==> src/rtl/dramc_pkg.sv <==
package dramc_pkg;

    localparam int ADDR_W    = 18;
    localparam int PIN_W     = 9;
    localparam int REF_ROW_W = 8;

    typedef logic [PIN_W-1:0]  pin_addr_t;
    typedef logic [ADDR_W-1:0] host_addr_t;

    typedef enum logic [3:0] {
        ST_IDLE,
        ST_RSET,
        ST_ROW,
        ST_COL,
        ST_CAS,
        ST_CPRE,
        ST_OPEN,
        ST_PRE,
        ST_FSET,
        ST_FRAS
    } seq_state_e;

    typedef struct packed {
        logic      we;
        pin_addr_t row;
        pin_addr_t col;
    } req_hdr_t;

    function automatic pin_addr_t row_of(input host_addr_t a);
        return a[ADDR_W-1:PIN_W];
    endfunction

    function automatic pin_addr_t col_of(input host_addr_t a);
        return a[PIN_W-1:0];
    endfunction

    function automatic int max_of(input int a, input int b);
        return (a > b) ? a : b;
    endfunction

endpackage

==> src/rtl/dramc_refresh_sched.sv <==
module dramc_refresh_sched
    import dramc_pkg::*;
#(
    parameter int REF_INTERVAL = 3000,
    parameter int ROW_W        = REF_ROW_W
) (
    input  logic             clk,
    input  logic             rst,
    input  logic             ref_done,
    output logic             ref_pend,
    output logic [ROW_W-1:0] ref_row
);

    localparam int TW = $clog2(REF_INTERVAL + 1);

    logic [TW-1:0] tick_cnt;
    logic          tick_wrap;

    assign tick_wrap = (tick_cnt == TW'(REF_INTERVAL - 1));

    always_ff @(posedge clk) begin
        if (rst) begin
            tick_cnt <= '0;
            ref_pend <= 1'b0;
            ref_row  <= '0;
        end else begin
            if (ref_done) begin
                ref_pend <= 1'b0;
                ref_row  <= ref_row + 1'b1;
            end
            if (tick_wrap) begin
                tick_cnt <= '0;
                ref_pend <= 1'b1;
            end else begin
                tick_cnt <= tick_cnt + 1'b1;
            end
        end
    end

    // A new tick must never find the previous refresh still waiting.
    assert_no_missed_refresh_R7: assert property (@(posedge clk) disable iff (rst)
        tick_wrap |-> (!ref_pend || ref_done));

endmodule

==> src/rtl/dramc_open_row.sv <==
module dramc_open_row
    import dramc_pkg::*;
(
    input  logic      clk,
    input  logic      rst,
    input  logic      open_set,
    input  logic      open_clr,
    input  pin_addr_t set_row,
    input  pin_addr_t probe_row,
    output logic      hit
);

    pin_addr_t open_row;
    logic      open_vld;

    always_ff @(posedge clk) begin
        if (rst) begin
            open_vld <= 1'b0;
            open_row <= '0;
        end else if (open_clr) begin
            open_vld <= 1'b0;
        end else if (open_set) begin
            open_vld <= 1'b1;
            open_row <= set_row;
        end
    end

    assign hit = open_vld && (probe_row == open_row);

endmodule

==> src/rtl/dramc_seq.sv <==
module dramc_seq
    import dramc_pkg::*;
#(
    parameter int DATA_W    = 4,
    parameter int T_RCD     = 3,
    parameter int T_RAH     = 1,
    parameter int T_CAS     = 3,
    parameter int T_CP      = 2,
    parameter int T_RP      = 3,
    parameter int T_RAS     = 6,
    parameter int T_RAS_MAX = 40,
    parameter int T_RD      = 2
) (
    input  logic                 clk,
    input  logic                 rst,
    input  logic                 host_valid,
    output logic                 host_ready,
    input  logic                 host_we,
    input  host_addr_t           host_addr,
    input  logic [DATA_W-1:0]    host_wdata,
    output logic [DATA_W-1:0]    host_rdata,
    output logic                 host_rvalid,
    input  logic                 hit,
    output logic                 open_set,
    output logic                 open_clr,
    output pin_addr_t            cur_row,
    input  logic                 ref_pend,
    input  logic [REF_ROW_W-1:0] ref_row,
    output logic                 ref_done,
    output pin_addr_t            dram_addr,
    output logic                 dram_ras_n,
    output logic                 dram_cas_n,
    output logic                 dram_we_n,
    output logic [DATA_W-1:0]    dram_din,
    input  logic [DATA_W-1:0]    dram_dout
);

    localparam int CNT_MAX   = max_of(max_of(T_RCD, T_CAS), max_of(max_of(T_CP, T_RP), T_RAS));
    localparam int CNT_W     = $clog2(CNT_MAX + 1);
    localparam int RUN_W     = $clog2(T_RAS_MAX + 1) + 1;
    localparam int HIT_LIMIT = T_RAS_MAX - T_CAS - T_CP - 3;

    seq_state_e        state;
    logic [CNT_W-1:0]  cnt;
    logic [RUN_W-1:0]  ras_run;
    req_hdr_t          req;
    logic [DATA_W-1:0] wdata_q;

    logic ras_low, accept, may_close, hit_room, close_now, col_phase;

    assign ras_low = (state == ST_ROW) || (state == ST_COL) || (state == ST_CAS) ||
                     (state == ST_CPRE) || (state == ST_OPEN) || (state == ST_FRAS);

    assign hit_room  = (ras_run <= RUN_W'(HIT_LIMIT));
    assign may_close = (ras_run >= RUN_W'(T_RAS - 1));
    assign close_now = (state == ST_OPEN) && may_close &&
                       (ref_pend || !hit_room || (host_valid && !hit));

    always_comb begin
        host_ready = 1'b0;
        if (state == ST_IDLE)
            host_ready = !ref_pend;
        else if (state == ST_OPEN)
            host_ready = hit && !ref_pend && hit_room;
    end

    assign accept   = host_valid && host_ready;
    assign open_set = (state == ST_RSET);
    assign open_clr = close_now;
    assign cur_row  = req.row;
    assign ref_done = (state == ST_FRAS) && (cnt == CNT_W'(T_RAS - 1));

    always_ff @(posedge clk) begin
        if (rst) begin
            state       <= ST_IDLE;
            cnt         <= '0;
            ras_run     <= '0;
            req         <= '0;
            wdata_q     <= '0;
            host_rdata  <= '0;
            host_rvalid <= 1'b0;
        end else begin
            ras_run     <= ras_low ? ras_run + 1'b1 : '0;
            host_rvalid <= (state == ST_CAS) && (cnt == CNT_W'(T_RD - 1)) && !req.we;
            if ((state == ST_CAS) && (cnt == CNT_W'(T_RD - 1)))
                host_rdata <= dram_dout;
            if (accept) begin
                req.we  <= host_we;
                req.row <= row_of(host_addr);
                req.col <= col_of(host_addr);
                wdata_q <= host_wdata;
            end
            cnt <= cnt + 1'b1;
            case (state)
                ST_IDLE: begin
                    cnt <= '0;
                    if (ref_pend)    state <= ST_FSET;
                    else if (accept) state <= ST_RSET;
                end
                ST_RSET: begin
                    cnt   <= '0;
                    state <= ST_ROW;
                end
                ST_ROW: if (cnt == CNT_W'(T_RCD - 1)) begin
                    cnt   <= '0;
                    state <= ST_CAS;
                end
                ST_COL: begin
                    cnt   <= '0;
                    state <= ST_CAS;
                end
                ST_CAS: if (cnt == CNT_W'(T_CAS - 1)) begin
                    cnt   <= '0;
                    state <= ST_CPRE;
                end
                ST_CPRE: if (cnt == CNT_W'(T_CP - 1)) begin
                    cnt   <= '0;
                    state <= ST_OPEN;
                end
                ST_OPEN: begin
                    cnt <= '0;
                    if (close_now)   state <= ST_PRE;
                    else if (accept) state <= ST_COL;
                end
                ST_PRE: if (cnt == CNT_W'(T_RP - 1)) begin
                    cnt   <= '0;
                    state <= ST_IDLE;
                end
                ST_FSET: begin
                    cnt   <= '0;
                    state <= ST_FRAS;
                end
                ST_FRAS: if (cnt == CNT_W'(T_RAS - 1)) begin
                    cnt   <= '0;
                    state <= ST_PRE;
                end
                default: begin
                    cnt   <= '0;
                    state <= ST_IDLE;
                end
            endcase
        end
    end

    assign col_phase = ((state == ST_ROW) && (cnt >= CNT_W'(T_RAH))) ||
                       (state == ST_COL) || (state == ST_CAS);

    always_comb begin
        dram_addr = req.col;
        if ((state == ST_RSET) || ((state == ST_ROW) && (cnt < CNT_W'(T_RAH))))
            dram_addr = req.row;
        else if ((state == ST_FSET) || (state == ST_FRAS))
            dram_addr = {{(PIN_W-REF_ROW_W){1'b0}}, ref_row};
    end

    assign dram_ras_n = !ras_low;
    assign dram_cas_n = (state != ST_CAS);
    assign dram_we_n  = !(req.we && col_phase);
    assign dram_din   = wdata_q;

    assert_row_setup_R2: assert property (@(posedge clk) disable iff (rst)
        $fell(dram_ras_n) |-> $stable(dram_addr));

    assert_early_write_R3: assert property (@(posedge clk) disable iff (rst)
        ($fell(dram_cas_n) && !dram_we_n) |-> !$past(dram_we_n));

    assert_cas_inside_ras_R6: assert property (@(posedge clk) disable iff (rst)
        !dram_cas_n |-> !dram_ras_n);

    assert_rvalid_pulse_R4: assert property (@(posedge clk) disable iff (rst)
        host_rvalid |=> !host_rvalid);

    assert_refresh_first_R7: assert property (@(posedge clk) disable iff (rst)
        ref_pend |-> !accept);

endmodule

==> src/rtl/dramc_top.sv <==
module dramc_top
    import dramc_pkg::*;
#(
    parameter int DATA_W       = 4,
    parameter int T_RCD        = 3,
    parameter int T_RAH        = 1,
    parameter int T_CAS        = 3,
    parameter int T_CP         = 2,
    parameter int T_RP         = 3,
    parameter int T_RAS        = 6,
    parameter int T_RAS_MAX    = 40,
    parameter int T_RD         = 2,
    parameter int REF_INTERVAL = 3000
) (
    input  logic              clk,
    input  logic              rst,
    input  logic              host_valid,
    output logic              host_ready,
    input  logic              host_we,
    input  logic [17:0]       host_addr,
    input  logic [DATA_W-1:0] host_wdata,
    output logic [DATA_W-1:0] host_rdata,
    output logic              host_rvalid,
    output logic [8:0]        dram_addr,
    output logic              dram_ras_n,
    output logic              dram_cas_n,
    output logic              dram_we_n,
    output logic [DATA_W-1:0] dram_din,
    input  logic [DATA_W-1:0] dram_dout
);

    localparam int RUN_W = $clog2(T_RAS_MAX + 1) + 1;

    logic                 hit, open_set, open_clr, ref_pend, ref_done;
    pin_addr_t            cur_row;
    logic [REF_ROW_W-1:0] ref_row;

    dramc_refresh_sched #(
        .REF_INTERVAL(REF_INTERVAL),
        .ROW_W       (REF_ROW_W)
    ) u_ref (
        .clk     (clk),
        .rst     (rst),
        .ref_done(ref_done),
        .ref_pend(ref_pend),
        .ref_row (ref_row)
    );

    dramc_open_row u_page (
        .clk      (clk),
        .rst      (rst),
        .open_set (open_set),
        .open_clr (open_clr),
        .set_row  (cur_row),
        .probe_row(row_of(host_addr)),
        .hit      (hit)
    );

    dramc_seq #(
        .DATA_W   (DATA_W),
        .T_RCD    (T_RCD),
        .T_RAH    (T_RAH),
        .T_CAS    (T_CAS),
        .T_CP     (T_CP),
        .T_RP     (T_RP),
        .T_RAS    (T_RAS),
        .T_RAS_MAX(T_RAS_MAX),
        .T_RD     (T_RD)
    ) u_seq (
        .clk        (clk),
        .rst        (rst),
        .host_valid (host_valid),
        .host_ready (host_ready),
        .host_we    (host_we),
        .host_addr  (host_addr),
        .host_wdata (host_wdata),
        .host_rdata (host_rdata),
        .host_rvalid(host_rvalid),
        .hit        (hit),
        .open_set   (open_set),
        .open_clr   (open_clr),
        .cur_row    (cur_row),
        .ref_pend   (ref_pend),
        .ref_row    (ref_row),
        .ref_done   (ref_done),
        .dram_addr  (dram_addr),
        .dram_ras_n (dram_ras_n),
        .dram_cas_n (dram_cas_n),
        .dram_we_n  (dram_we_n),
        .dram_din   (dram_din),
        .dram_dout  (dram_dout)
    );

    // Independent watch on the row strobe low time.
    logic [RUN_W-1:0] ras_low_seen;

    always_ff @(posedge clk) begin
        if (rst)             ras_low_seen <= '0;
        else if (dram_ras_n) ras_low_seen <= '0;
        else                 ras_low_seen <= ras_low_seen + 1'b1;
    end

    assert_ras_max_R8: assert property (@(posedge clk) disable iff (rst)
        !dram_ras_n |-> (ras_low_seen < RUN_W'(T_RAS_MAX)));

endmodule

==> config.mk <==
export PLATFORM = sky130hd
export DESIGN_NAME = dramc_top
export DESIGN_NICKNAME = d
export VERILOG_FILES = /design/src/rtl/dramc_pkg.sv /design/src/rtl/dramc_refresh_sched.sv /design/src/rtl/dramc_open_row.sv /design/src/rtl/dramc_seq.sv /design/src/rtl/dramc_top.sv
export SDC_FILE = /design/constraint.sdc
export NUM_CORES = 1
export LEC_CHECK = 0
export CAP_MARGIN = 20
export CORE_MARGIN = 3
export CORE_UTILIZATION = 58
export CTS_CLUSTER_SIZE = 16
export DETAILED_ROUTE_END_ITERATION = 8
export GPL_TIMING_DRIVEN = 0
export PLACE_DENSITY = 0.93
export REMOVE_ABC_BUFFERS = 1
export SYNTH_ARGS = -nofsm -noshare
export SYNTH_HDL_FRONTEND = slang
export SYNTH_HIERARCHICAL = 1
export SYNTH_SLANG_ARGS = --single-unit
==> constraint.sdc <==
create_clock -name clk -period 4.5 [get_ports clk]
set_input_delay 0.675 -clock clk [delete_from_list [all_inputs] [get_ports clk]]
set_output_delay 0.675 -clock clk [all_outputs]
set_load 0.1 [all_outputs]
# == After elaboration in Yosys (flattened, before gate mapping) ==
# Index checks and enable logic that the tools add are counted.
# op_classes
add_sub_neg,4
magnitude_cmp,4
n_eq_ne,22
muxes,20
bitwise_logic,2
n_reduce_logical,38
# op_table
operator,count
$pmux 4 s10,1
$mux 4,9
$mux 9,2
$eq 4x3->1 const B,4
$logic_and 1x1->1,13
$add 12x1->12 const B,1
$eq 12x12->1 const B,1
$logic_or 1x1->1,11
$eq 9x9->1,1
$mux 3,3
$pmux 3 s3,1
$add 8x1->8 const B,1
$eq 4x2->1 const B,2
$eq 4x4->1 const B,2
$ne 2x2->1 const B,4
$add 7x1->7 const B,1
$ge 7x3->1 const B,1
$le 7x6->1 const B,1
$reduce_and 7->1,1
$logic_not 1->1,6
$ne 3x2->1 const B,2
$reduce_or 2->1,3
$eq 4x1->1 const B,1
$logic_not 4->1,1
13 further kinds,17
# word_totals
ff_bits,73
out_inout_bits,22

# == Longest topological paths before layout ==
# Gate-level depths: netlist of run 1.
# logic_depth
ltp_word,10
ltp_mapped,10
mapped_depth_nobuf,9

# == Hierarchy ==
# Netlist of run 1, hierarchy kept.
# modules_own_cells
mod,n_inst,cells_each,area_each_um2
dramc_seq,1,260,2229.6
dramc_refresh_sched,1,98,893.4
dramc_open_row,1,57,450.4

# == Worst setup path after synthesis of run 1 ==
# Ideal clock, no wire load.
# synth_timing
path_type,register to output
startpoint,register u_seq.state[0]
endpoint,output dram_addr[7]
t_arrival_ns,2.641
setup_slack_ns,1.184
path_stages_with_launch,7
path_buffers,2
cell_sequence,dfxtp_1 clkbuf_1 nor4_1 a21oi_1 nor3_2 clkbuf_1 o21ai_1
# synth_via
elab_chain_len,4
# synth_rtl
item,line,text
"start, declared",dramc_seq.sv:43,seq_state_e state;
"start signal, assigned",dramc_seq.sv:75,state <= ST_IDLE;
"start signal, assigned",dramc_seq.sv:97,if (ref_pend) state <= ST_FSET;
"start signal, assigned",dramc_seq.sv:98,else if (accept) state <= ST_RSET;
$eq 4x4->1 or $eq 4x2->1 (tied branches),"dramc_seq.sv:152, dramc_seq.sv:150",
$logic_or 1x1->1 or $logic_and 1x1->1 (tied branches),"dramc_seq.sv:152, dramc_seq.sv:150",
$mux 9 or $logic_or 1x1->1 (tied branches),"dramc_seq.sv:152, dramc_seq.sv:150",
$mux 9 *,dramc_seq.sv:150,if ((state == ST_RSET) || ((state == ST_ROW) && (cnt < CNT_W'(T_RAH))))
"end, declared",dramc_top.sv:24,"output logic [8:0] dram_addr,"
# Mark *: on every way between the ends. The rest lies on a longest branch, timed or not.

# == Worst setup path after layout of run 1 ==
# layout_timing
startpoint,input host_addr[13]
endpoint,output host_ready
# layout_via
elab_chain_len,6
# layout_rtl
item,line,text
"start, declared",dramc_top.sv:20,"input logic [17:0] host_addr,"
$eq 9x9->1,dramc_open_row.sv:28,assign hit = open_vld && (probe_row == open_row);
$logic_and 1x1->1,dramc_open_row.sv:28,
named net hit,dramc_top.sv:34,"logic hit, open_set, open_clr, ref_pend, ref_done;"
$logic_and 1x1->1 (2 in a row),dramc_seq.sv:64,host_ready = hit && !ref_pend && hit_room;
$mux 1,dramc_seq.sv:63,else if (state == ST_OPEN)
$mux 1,dramc_seq.sv:61,if (state == ST_IDLE)
"end, declared",dramc_top.sv:18,"output logic host_ready,"
# The timed path passes the listed nets, and every way through them passes these cells.

==> results of run 1 <==
-- per-stage QoR --
stage | worst slack [ns] | cell area, µm² | std cells | util
3_5_place_dp | 0.0410 | 4030 | 507 | 0.701
2_1_floorplan | 1.28 | 3400 | 383 | -
6_report | 0.412 | 4330 | 523 | 0.753
5_1_grt | 0.176 | 4330 | 523 | 0.753
4_1_cts | 0.0275 | 4320 | 523 | 0.752
3_3_place_gp | 0.139 | 4000 | 506 | 0.697
-- registers in the layout, summed over array words and instances (netlist names) --
register           count
u_ref/tick_cnt        12
u_seq/req             10
u_page/open_row        9
u_seq/cur_row          9
u_ref/ref_row          8
u_seq/ras_run          7
u_seq/dram_din         4
u_seq/host_rdata       4
u_seq/state            4
u_seq/cnt              3
u_page/open_vld        1
u_ref/ref_pend         1
u_seq/host_rvalid      1
-- cells in the mapped netlist, types with 2 or more instances --
cell type   n
nor4_2      3
nor2b_1     6
nand4_1     6
ha_1        5
nand3_1     9
buf_4      10
nand3b_1    3
nor3_1     13
a21oi_1    16
o21ai_1     9
inv_1      11
o31ai_1     2
and3_1      2
dfxtp_1    73
xnor2_1    22
or2_2       2
nand2b_1    7
nor2_1     66
or4_1       2
a31oi_1     2
nand4bb_1   3
clkbuf_1   17
mux2i_1    36
or3_1       3
a2111oi_0   2
xor2_1     10
nand2_1    40
o21ai_0     4
buf_2       4
-- critical path, delay by kind of cell --
family	cells	cell delay (ns)
compound gates	1	0.32
xor+xnor	1	0.13
buf+inv	2	1.26
simple gates	4	1.03
-- worst max path at each step --
stage                         to  depth (start not counted)
floorplan           dram_addr[0]                          4
global placement      host_ready                          8
detailed placement    host_ready                          8
CTS                   host_ready                          8
global route        dram_addr[0]                          6
finish                host_ready                          8
-- layer usage --
layer  vias up  global-route usage
li1       1460                   -
met1      1419               0.262
met2        92               0.399
met3        17              0.0667
met4         0              0.0993
met5         -                   0
-- power breakdown --
group,internal [mW],switching (mW),total (mW)
sequential,0.714,0.0887,0.803
clock,0.496,0.242,0.738
combinational,0.301,0.619,0.920
total,1.51,0.950,2.46
-- cells in the final DEF (no fill, tap or decap), drive strengths merged, types with 2 or more instances in the layout --
| master | instances |
|---|---|
| o21ai | 14 |
| xor2 | 10 |
| bufinv | 5 |
| buf | 2 |
| and3 | 2 |
| nand4bb | 3 |
| nor3 | 14 |
| inv | 11 |
| a211oi | 2 |
| or4 | 2 |
| nor2 | 67 |
| nand3b | 3 |
| or2 | 3 |
| nand2b | 7 |
| clkdlybuf4s50 | 49 |
| clkbuf | 11 |
| nand4 | 7 |
| a21oi | 16 |
| or3 | 3 |
| nand3 | 9 |
| nor4 | 4 |
| dfxtp | 73 |
| ha | 5 |
| o31ai | 2 |
| mux2i | 36 |
| a31oi | 2 |
| a2111oi | 2 |
| nor2b | 6 |
| xnor2 | 22 |
| nand2 | 40 |
-- cells by family after synthesis --
kind of cell | after synthesis | share of synthesized area
and+or+nand+nor | 176 | 0.245
AOI/OAI and AO/OA | 49 | 0.0875
buffers and inverters | 43 | 0.0592
xor gates and xnor gates | 32 | 0.0784
muxes | 36 | 0.101
adders and majority gates | 6 | 0.0203
DFF | 73 | 0.409
-- repair_timing --
action | in CTS | in global routing
endpoints found under the setup margin | 0 | 9
resized for setup | 0 | 2
hold buffers | 0 | 0
-- area by class of cell --
class	count	area, µm²	share of cell area
multi-input cells	299	1910	0.442
flip-flops and latches	73	1460	0.338
repair buffers	52	528	0.122
clock inverters	5	150	0.0347
clock buffers	11	141	0.0327
well taps	72	90.1	0.0208
inverters	11	41.3	0.00954
==> metrics.md, run 1 <==
| Metric | Value |
|---|---|
| Max IR drop VDD | `415 µV` |
| Reg2reg start | `u_seq/ras_run[0]` |
| 1st-pass router iterations | `4` |
| Area grow syn2layout | `21.1%` |
| Worst path slowest cell | `dlymetal6s2s_1` |
| Final Wtd Congestion | `0.841` |
| Worst Tran Pin Value | `1.00 ns` |
| Synth area leaders | `dfxtp_1 41%, mux2i_1 10%, nor2_1 6.9%` |
| Core footprint | `approximately 5700 µm²` |
| ANT cells | `0` |
| Post-synth ARST share | `0` |
| DP Wirelength | `around 5500 µm` |
| Die H | `between 80 and 90 µm` |
| Share of cells above drive strength 1 | `0.0687` |
| Vias in the first global route | `around 3000` |
| GR Overflow Total | `0` |
| Met3 WL | `around 530 µm` |
| CTS max path bufs | `2` |
| Post-layout power | `2.46 mW` |
| Worst reg2reg path depth | `8` |
| CP endpoint kind | `output pin` |
| Final antenna-violating net count | `0` |
| Global Route Usage Sum | `0.230` |
| Synth cell types | `56` |
| Clk Tree Root Cell | `clkbuf_8` |
| Clock slew at reported path FFs | `about 0.070 ns` |
| Die area | `7140 µm²` |
| Cells after Synth | `between 400 and 500` |
| P_leak | `between 1.5 and 2 nW` |
| Worst EP required | `between 3 and 4 ns` |
| Crit share post-route | `0.908` |
| Cell Rows | `27` |
| Vias | `2988` |
| Largest net degree at the start of global routing | `56` |
| Synth Register Bits | `73` |
| Setup Buffers After CTS | `0` |
| Max Used Layer | `met4` |
| H-tree levels | `3` |
| Ys flop type | `dfxtp_1` |
| Worst path max stage delay | `approximately 0.74 ns` |
| Max-cap violations | `0` |
| Hold Fails Final Rpt | `0` |
| Crit path kind | `primary input to output pin` |
| Setup-failing EPs final | `0` |
| Crit path time final | `roughly 4 ns` |
| # DRC | `0` |
| Reg2reg setup slack | `1.61 ns` |
| Pwr Density | `569 nW/µm²` |
| Routed length on met2 | `roughly 4000 µm` |
| Fill count | `about 400` |
| Syn avg cell area | `between 8 and 9 µm²` |
| Worst hold path startpoint | `u_ref/tick_cnt[0]` |
| Sequential share of the synthesized area | `0.409` |
| Yosys top cell by area | `dfxtp_1` |
| Clk_lat worst skew | `roughly 0.35 ns` |
| Status | `completed` |
| Fmax | `approximately 240 MHz` |
| R2R Path End | `u_page/open_row[7]` |
| Port buffer count | `between 50 and 60` |
| Hold Path Stages | `1` |
| Nets | `approximately 480` |
| Mapped cell area | `between 3000 and 4000 µm²` |
| Die width | `about 84 µm` |
| Vias per inst | `approximately 5.7` |
| Rel. slew slack | `0.333` |
| Post-synth EDFFs | `0` |
| Critical Path AT | `approximately 3.4 ns` |
| CTS Sinks | `73` |
| DRT Wirelength | `7940 µm` |
| Initial Util | `0.622` |
| Crit path launch | `host_addr[13]` |
| Worst clock skew | `roughly 0.009 ns` |
| Top cell type's share of synthesized area | `0.409` |
| Setup TNS | `0 ns` |
| Hold Path Sink | `u_ref/tick_cnt[0]` |
| WHS | `~0.46 ns` |
| CTS tree | `done` |
| Hold crit path type | `register to register` |
| Worst Setup Start Kind | `primary input` |
| Wirelength per Cell | `between 15 and 20 µm` |
| Final Slew Violations | `0` |
| Unrepaired setup endpoints after global routing | `no` |
| I/O pins | `52` |
| CTS buffer count | `9` |
| Global-route wire length before repair | `13300 µm` |
| Synthesis Warnings | `6` |
| Initial antenna violation count | `0` |
| Cells along the critical path | `clkdlybuf4s50_1 > xnor2_1 > nand4_1 > nor3_1 > or3b_2 > a211oi_2 > or2_2 > dlymetal6s2s_1` |
| Met1 wire length | `3240 µm` |
| Initial drt markers | `approximately 150` |
| Top fanout value on the critical path | `2` |
Note: power is estimated with default switching activity, not from simulation.
==> run 2: changes to the inputs <==
--- a/config.mk
+++ b/config.mk
@@ -6,12 +6,14 @@
 export NUM_CORES = 1
 export LEC_CHECK = 0
 export CAP_MARGIN = 20
+export CELL_PAD_IN_SITES_DETAIL_PLACEMENT = 1
+export CELL_PAD_IN_SITES_GLOBAL_PLACEMENT = 1
 export CORE_MARGIN = 3
-export CORE_UTILIZATION = 58
+export CORE_UTILIZATION = 41
 export CTS_CLUSTER_SIZE = 16
 export DETAILED_ROUTE_END_ITERATION = 8
 export GPL_TIMING_DRIVEN = 0
-export PLACE_DENSITY = 0.93
+export PLACE_DENSITY = 0.89
 export REMOVE_ABC_BUFFERS = 1
 export SYNTH_ARGS = -nofsm -noshare
 export SYNTH_HDL_FRONTEND = slang
==> constraint.sdc (replaced) <==
create_clock -name clk -period 3.98 [get_ports clk]
set_input_delay 0.597 -clock clk [delete_from_list [all_inputs] [get_ports clk]]
set_output_delay 0.597 -clock clk [all_outputs]
set_load 0.1 [all_outputs]
==> metrics.md, run 2 (synthesis gave the netlist of run 1 again) <==
| Metric | Value |
|---|---|
| Vias per inst | `5.33 (was 5.71)` |
| Cells along the critical path | `clkdlybuf4s50_1 > xnor2_1 > nand4_1 > nor3_1 > or3b_2 > a211oi_2 > or2_2 > clkdlybuf4s15_2 (was clkdlybuf4s50_1 > xnor2_1 > nand4_1 > nor3_1 > or3b_2 > a211oi_2 > or2_2 > dlymetal6s2s_1)` |
| Final Slew Violations | `0 (unchanged)` |
| Initial drt markers | `136 (was 152)` |
| # DRC | `0 (unchanged)` |
| Area of the multi-input gates | `1910 µm² (unchanged)` |
| Status | `completed (unchanged)` |
| Core footprint | `8340 µm² (was 5740 µm²)` |
| Cts hold-fix bufs | `0 (unchanged)` |
| Setup-failing EPs final | `0 (unchanged)` |
| Commonest non-fill, non-tap cell in the layout | `dfxtp_1 (unchanged)` |
| R2R Path End | `u_seq/state[1] (was u_page/open_row[7])` |
| H-tree levels | `3 (unchanged)` |
| CTS buffer count | `9 (unchanged)` |
| Clk Tree Root Cell | `clkbuf_8 (unchanged)` |
| Wirelength per Cell | `16.4 µm (was 15.2 µm)` |
| Hold Path Sink | `u_seq/host_rvalid (was u_ref/tick_cnt[0])` |
| Worst Tran Pin Value | `0.974 ns (was 1.00 ns)` |
| Setup Buffers After CTS | `0 (unchanged)` |
| Largest Register | `u_ref/tick_cnt (unchanged)` |
| I/O pins | `52 (unchanged)` |
| Reg2reg start | `u_page/open_row[7] (was u_seq/ras_run[0])` |
| Clock slew at reported path FFs | `0.08 ns (was 0.07 ns)` |
| Initial Util | `0.428 (was 0.622)` |
| Worst EP required | `3.38 ns (was 3.83 ns)` |
| Finished Layout Cells | `557 (was 523)` |
| Largest net degree at the start of global routing | `52 (was 56)` |
| Crit path kind | `primary input to output pin (unchanged)` |
| Fmax | `roughly 260 MHz` |
| Crit share post-route | `0.968` |
| Worst Setup Start Kind | `primary input (unchanged)` |
| Reg2reg setup slack | `1.02 ns (was 1.61 ns)` |
| Worst clock skew | `0.0116 ns (was 0.00895 ns)` |
| Global Route Usage Sum | `0.191 (was 0.230)` |
| Global-route wire length before repair | `15300 µm (was 13300 µm)` |
| Rel. slew slack | `0.349 (was 0.333)` |
| Hold Fails Final Rpt | `0 (unchanged)` |
| Cell Rows | `33 (was 27)` |
| Top fanout value on the critical path | `2 (unchanged)` |
| Worst reg2reg path depth | `9 (was 8)` |
| Worst hold path startpoint | `u_seq/req[18] (was u_ref/tick_cnt[0])` |
| Port buffer count | `51 (unchanged)` |
| Most frequent cells in the layout | `73 x dfxtp_1, 66 x nor2_1, 40 x clkdlybuf4s50_1, 40 x nand2_1, 36 x mux2i_1 (was 73 x dfxtp_1, 66 x nor2_1, 49 x clkdlybuf4s50_1, 40 x nand2_1, 36 x mux2i_1)` |
| Hold crit path type | `register to register (unchanged)` |
| Vias | `2967 (was 2988)` |
| Reg area | `1460 µm² (unchanged)` |
| Worst slack, placed | `-0.422 ns (was 0.0410 ns)` |
| ANT cells | `0 (unchanged)` |
| Post-cts sizing count | `13 (was 0)` |
| Worst setup margin | `0.126 ns (was 0.412 ns)` |
| Nets | `482 (was 481)` |
| Final Wtd Congestion | `0.818 (was 0.841)` |
| Pwr Density | `603 nW/µm² (was 569 nW/µm²)` |
| Area grow syn2layout | `19.5% (was 21.1%)` |
| Die width | `99.4 µm (was 84.5 µm)` |
| Crit path time final | `3.85 ns` |
| CTS tree | `done (unchanged)` |
| CTS max path bufs | `2 (unchanged)` |
| Vias in the first global route | `3141 (was 2959)` |
| CTS Sinks | `73 (unchanged)` |
| Fill count | `991 (was 401)` |
| Initial antenna violation count | `0 (unchanged)` |
| Setup TNS | `0 ns (unchanged)` |
| Worst path max stage delay | `0.55 ns (was 0.74 ns)` |
| Die area | `9870 µm² (was 7140 µm²)` |
| CP endpoint kind | `output pin (unchanged)` |
| Placed Cells | `541 (was 507)` |
| Max-cap violations | `0 (unchanged)` |
| Share of cells above drive strength 1 | `0.0907 (was 0.0687)` |
| 1st-pass router iterations | `4 (unchanged)` |
| GR Overflow Total | `0 (unchanged)` |
| Die H | `99.4 µm (was 84.5 µm)` |
| DP Wirelength | `6450 µm (was 5480 µm)` |
| Max FFs per register | `12 (unchanged)` |
| Unrepaired setup endpoints after global routing | `no (unchanged)` |
| Max IR drop VDD | `214 µV (was 415 µV)` |
| Final antenna-violating net count | `0 (unchanged)` |
| Clk_lat worst skew | `0.35 ns (about the same)` |
| Worst path slowest cell | `clkdlybuf4s15_2 (was dlymetal6s2s_1)` |
| Hold Path Stages | `1 (unchanged)` |
| P_leak | `1.68 nW (was 1.70 nW)` |
| DRT Wirelength | `9130 µm (was 7940 µm)` |
| Critical Path AT | `3.26 ns (was 3.41 ns)` |
| Largest registers | `u_ref/tick_cnt (12), u_seq/req (10) (unchanged)` |
==> run 2: changes by cell type in the layout (fill, tap and decap cells not counted), sizes merged, moves of 2 or more <==
cell	delta
clkbuf	+9
bufinv	-4
clkdlybuf4s50	-9
clkinv	+2
clkdlybuf4s15	+2
==> run 2: stage by stage <==
| stage | area [µm²] | hold WS (ns) | utilization | total power, mW |
|---|---|---|---|---|
| finish | 4270 | 0.459 | 0.512 | 2.57 |
| CTS | 4300 | 0.464 | 0.515 | 2.59 |
| detailed placement | 4100 | 0.449 | 0.491 | 1.99 |
| floorplan | 3400 | 0.418 | - | 1.68 |
| global placement | 4050 | 0.427 | 0.485 | 1.93 |
| global route | 4270 | 0.488 | 0.512 | 2.70 |
==> run 2: how the worst max path moves through the flow <==
stage	startpoint	to	slack, ns	depth (start not counted)
final	host_addr[16]	host_ready	0.13	8
after global routing	host_addr[15]	host_ready	0.001	8
after CTS	host_addr[16]	host_ready	0.1	8
after detailed placement	host_addr[16]	host_ready	-0.42	8
after global placement	host_addr[15]	host_ready	-0.27	8
after floorplan	u_seq/state[2]	dram_addr[0]	0.84	4
==> run 2: layout make-up <==
class                           count  share of cell area
Clock buffer                       12              0.0363
Sequential cell                    73               0.342
Tap cell                          105              0.0308
Multi-Input combinational cell    299               0.448
Clock inverter                      4              0.0120
Inverter                           11             0.00967
Timing Repair Buffer               53               0.120
==> run 2: critical path: cells and delay by family <==
| family | cells | cell delay, ns |
|---|---|---|
| XOR/XNOR | 1 | 0.14 |
| buffers and inverters | 2 | 1.06 |
| AND/OR/NAND/NOR | 4 | 1.13 |
| AO/OA/AOI/OAI | 1 | 0.33 |
==> run 2: where the power goes <==
group | total [mW] | leakage (nW) | switching (mW) | internal [mW]
clock | 0.608 | 0.103 | 0.284 | 0.324
sequential | 0.912 | 0.593 | 0.105 | 0.807
combinational | 1.05 | 0.980 | 0.730 | 0.323
total | 2.57 | 1.68 | 1.12 | 1.45
==> run 2: metal layers <==
metal  track usage  part of all wire
met1         0.227              0.44
met2         0.345              0.52
met3        0.0512             0.032
met4        0.0431            0.0055
met5             0                 0
==> run 3: changes to the inputs <==
--- a/config.mk
+++ b/config.mk
@@ -9,11 +9,11 @@
 export CELL_PAD_IN_SITES_DETAIL_PLACEMENT = 1
 export CELL_PAD_IN_SITES_GLOBAL_PLACEMENT = 1
 export CORE_MARGIN = 3
-export CORE_UTILIZATION = 41
+export CORE_UTILIZATION = 44
 export CTS_CLUSTER_SIZE = 16
 export DETAILED_ROUTE_END_ITERATION = 8
 export GPL_TIMING_DRIVEN = 0
-export PLACE_DENSITY = 0.89
+export PLACE_DENSITY = 0.94
 export REMOVE_ABC_BUFFERS = 1
 export SYNTH_ARGS = -nofsm -noshare
 export SYNTH_HDL_FRONTEND = slang
==> constraint.sdc (replaced) <==
create_clock -name clk -period 4.8 [get_ports clk]
set_input_delay 0.96 -clock clk [delete_from_list [all_inputs] [get_ports clk]]
set_output_delay 0.96 -clock clk [all_outputs]
set_load 0.1 [all_outputs]
==> metrics.md, run 3 (synthesis gave the netlist of run 1 again) <==
| Metric | Value |
|---|---|
| Status | `completed (unchanged)` |
| Largest Register | `u_ref/tick_cnt (unchanged)` |
| Die area | `9240 µm² (was 9870 µm²)` |
| Setup TNS | `0 ns (unchanged)` |
| Crit share post-route | `0.933` |
| Largest net degree at the start of global routing | `44 (was 52)` |
| Area grow syn2layout | `21.2% (was 19.5%)` |
| Critical Path AT | `3.52 ns (was 3.26 ns)` |
| Fin area | `4330 µm² (was 4270 µm²)` |
| DP Wirelength | `6620 µm (was 6450 µm)` |
| Worst setup margin | `0.319 ns (was 0.126 ns)` |
| # DRC | `0 (unchanged)` |
| CTS max path bufs | `2 (unchanged)` |
| Placed Cells | `539 (was 541)` |
| Share of cells above drive strength 1 | `0.0773 (was 0.0907)` |
| Worst EP required | `3.84 ns (was 3.38 ns)` |
| Unrepaired setup endpoints after global routing | `no (unchanged)` |
| I/O pins | `52 (unchanged)` |
| Setup-failing EPs final | `0 (unchanged)` |
| Nets | `483 (was 482)` |
| DP Area | `4100 µm² (about the same)` |
| Hold crit path type | `register to register (unchanged)` |
| Worst path max stage delay | `1.16 ns (was 0.55 ns)` |
| Fmax | `about 220 MHz` |
| Clk_lat worst skew | `0.36 ns (was 0.35 ns)` |
| Worst Setup Start Kind | `register (was primary input)` |
| ANT cells | `0 (unchanged)` |
| Wirelength per Cell | `17.0 µm (was 16.4 µm)` |
| Rel. slew slack | `0.304 (was 0.349)` |
| Hold Fails Final Rpt | `0 (unchanged)` |
| Max FFs per register | `12 (unchanged)` |
| DRT Wirelength | `9460 µm (was 9130 µm)` |
| GR Overflow Total | `0 (unchanged)` |
| Max-cap violations | `0 (unchanged)` |
| P_leak | `1.78 nW (was 1.68 nW)` |
| Commonest non-fill, non-tap cell in the layout | `dfxtp_1 (unchanged)` |
| Initial antenna violation count | `0 (unchanged)` |
| Final Slew Violations | `0 (unchanged)` |
| Crit path time final | `roughly 4.5 ns` |
| CTS Sinks | `73 (unchanged)` |
| Core footprint | `7810 µm² (was 8340 µm²)` |
| Initial drt markers | `89 (was 136)` |
| Finished Layout Cells | `555 (was 557)` |
| Worst Tran Pin Value | `1.03 ns (was 0.974 ns)` |
| Max IR drop VDD | `197 µV (was 214 µV)` |
| Initial Util | `0.458 (was 0.428)` |
| H-tree levels | `3 (unchanged)` |
| Worst slack, placed | `-0.296 ns (was -0.422 ns)` |
| Pwr Density | `506 nW/µm² (was 603 nW/µm²)` |
| Setup Buffers After CTS | `0 (unchanged)` |
| Seq pwr share | `0.345 (was 0.354)` |
| Die width | `96.1 µm (was 99.4 µm)` |
| Worst path slowest cell | `clkdlybuf4s50_1 (was clkdlybuf4s15_2)` |
| Vias | `3018 (was 2967)` |
| Die H | `96.1 µm (was 99.4 µm)` |
| Cell Rows | `32 (was 33)` |
| CTS buffer count | `9 (unchanged)` |
| Crit path kind | `register to output pin (was primary input to output pin)` |
| 1st-pass router iterations | `4 (unchanged)` |
| Clock slew at reported path FFs | `0.08 ns (about the same)` |
| Sw Share | `0.429 (was 0.435)` |
| Comb power frac | `0.408 (was 0.409)` |
| Clock network power share | `0.247 (was 0.236)` |
| Int Pwr | `1.25 mW (was 1.45 mW)` |
| Port buffer count | `51 (unchanged)` |
| Global-route wire length before repair | `16000 µm (was 15300 µm)` |
| Top fanout value on the critical path | `16 (was 2)` |
| Final antenna-violating net count | `0 (unchanged)` |
| Clk Tree Root Cell | `clkbuf_8 (unchanged)` |
| Final Wtd Congestion | `0.814 (was 0.818)` |
| Vias in the first global route | `3243 (was 3141)` |
| Global Route Usage Sum | `0.223 (was 0.191)` |
| CP endpoint kind | `output pin (unchanged)` |
| Psw | `0.940 mW (was 1.12 mW)` |
| Vias per inst | `5.44 (was 5.33)` |
| Largest registers | `u_ref/tick_cnt (12), u_seq/req (10) (unchanged)` |
| Cells along the critical path | `nor4_1 > a21oi_1 > nor3_2 > nand2_1 > o21ai_1 > clkdlybuf4s50_1 (was clkdlybuf4s50_1 > xnor2_1 > nand4_1 > nor3_1 > or3b_2 > a211oi_2 > or2_2 > clkdlybuf4s15_2)` |
| CTS tree | `done (unchanged)` |
| Most frequent cells in the layout | `73 x dfxtp_1, 66 x nor2_1, 43 x clkdlybuf4s50_1, 40 x nand2_1, 36 x mux2i_1 (was 73 x dfxtp_1, 66 x nor2_1, 40 x clkdlybuf4s50_1, 40 x nand2_1, 36 x mux2i_1)` |
| Worst clock skew | `0.0109 ns (was 0.0116 ns)` |
[run 3: cell type report]
| type | instances | area [µm²] |
|---|---|---|
| tap | 102 | 128 |
| sequential | 73 | 1460 |
| multi-input combinational | 299 | 1910 |
| timing repair buffer | 54 | 574 |
| fill | 924 | 3480 |
| clock inverter | 7 | 95.1 |
| inverter | 11 | 41.3 |
| clock buffer | 9 | 124 |
[run 3: power groups by stage]
stage	registers (mW)	clock network [mW]	logic, mW
after floorplan	0.797	0	0.599
after CTS	0.755	0.555	0.903
final	0.755	0.541	0.894
after global routing	0.769	0.584	0.956
after global placement	0.760	0	0.842
after detailed placement	0.767	0	0.894
[run 3: critical path: cells and delay by family (launching register included)]
| kind | cells | cell delay, ns |
|---|---|---|
| buffers and inverters | 1 | 1.16 |
| and+or+nand+nor | 3 | 1.21 |
| AOI/OAI and AO/OA | 2 | 0.28 |
| DFF | 1 | 0.49 |
[run 3: final timing paths]
path	end	slack [ns]	startpoint	depth (start not counted)
worst max-delay path	dram_addr[6]	0.32	u_seq/state[0]	6
worst min-delay path	u_seq/host_rvalid	0.46	u_seq/req[18]	1
worst max register to register	u_seq/state[1]	1.78	u_seq/state[3]	6
worst min register to register	u_seq/host_rvalid	0.46	u_seq/req[18]	1
[run 3: metrics by stage]
step | hold WS, ns | util | total power [mW]
after detailed placement | 0.452 | 0.525 | 1.66
after CTS | 0.467 | 0.554 | 2.21
after global routing | 0.488 | 0.555 | 2.31
final | 0.459 | 0.555 | 2.19
after global placement | 0.427 | 0.518 | 1.60
after floorplan | 0.418 | - | 1.40
[run 3: metal layers]
layer	share of wire	GRT usage	up-vias	routed length (µm)
li1	-	-	1460	-
met1	0.42	0.254	1469	3940
met2	0.52	0.397	64	4930
met3	0.036	0.0555	25	338
met4	0.026	0.0865	0	250
met5	0	0	-	0
[run 3: what timing repair did]
| item | 4_1_cts | 5_1_grt |
|---|---|---|
| resized for setup | 2 | 7 |
| hold buffers | 0 | 0 |
| pin swaps | 0 | 0 |
| endpoints found under the setup margin | 1 | 7 |
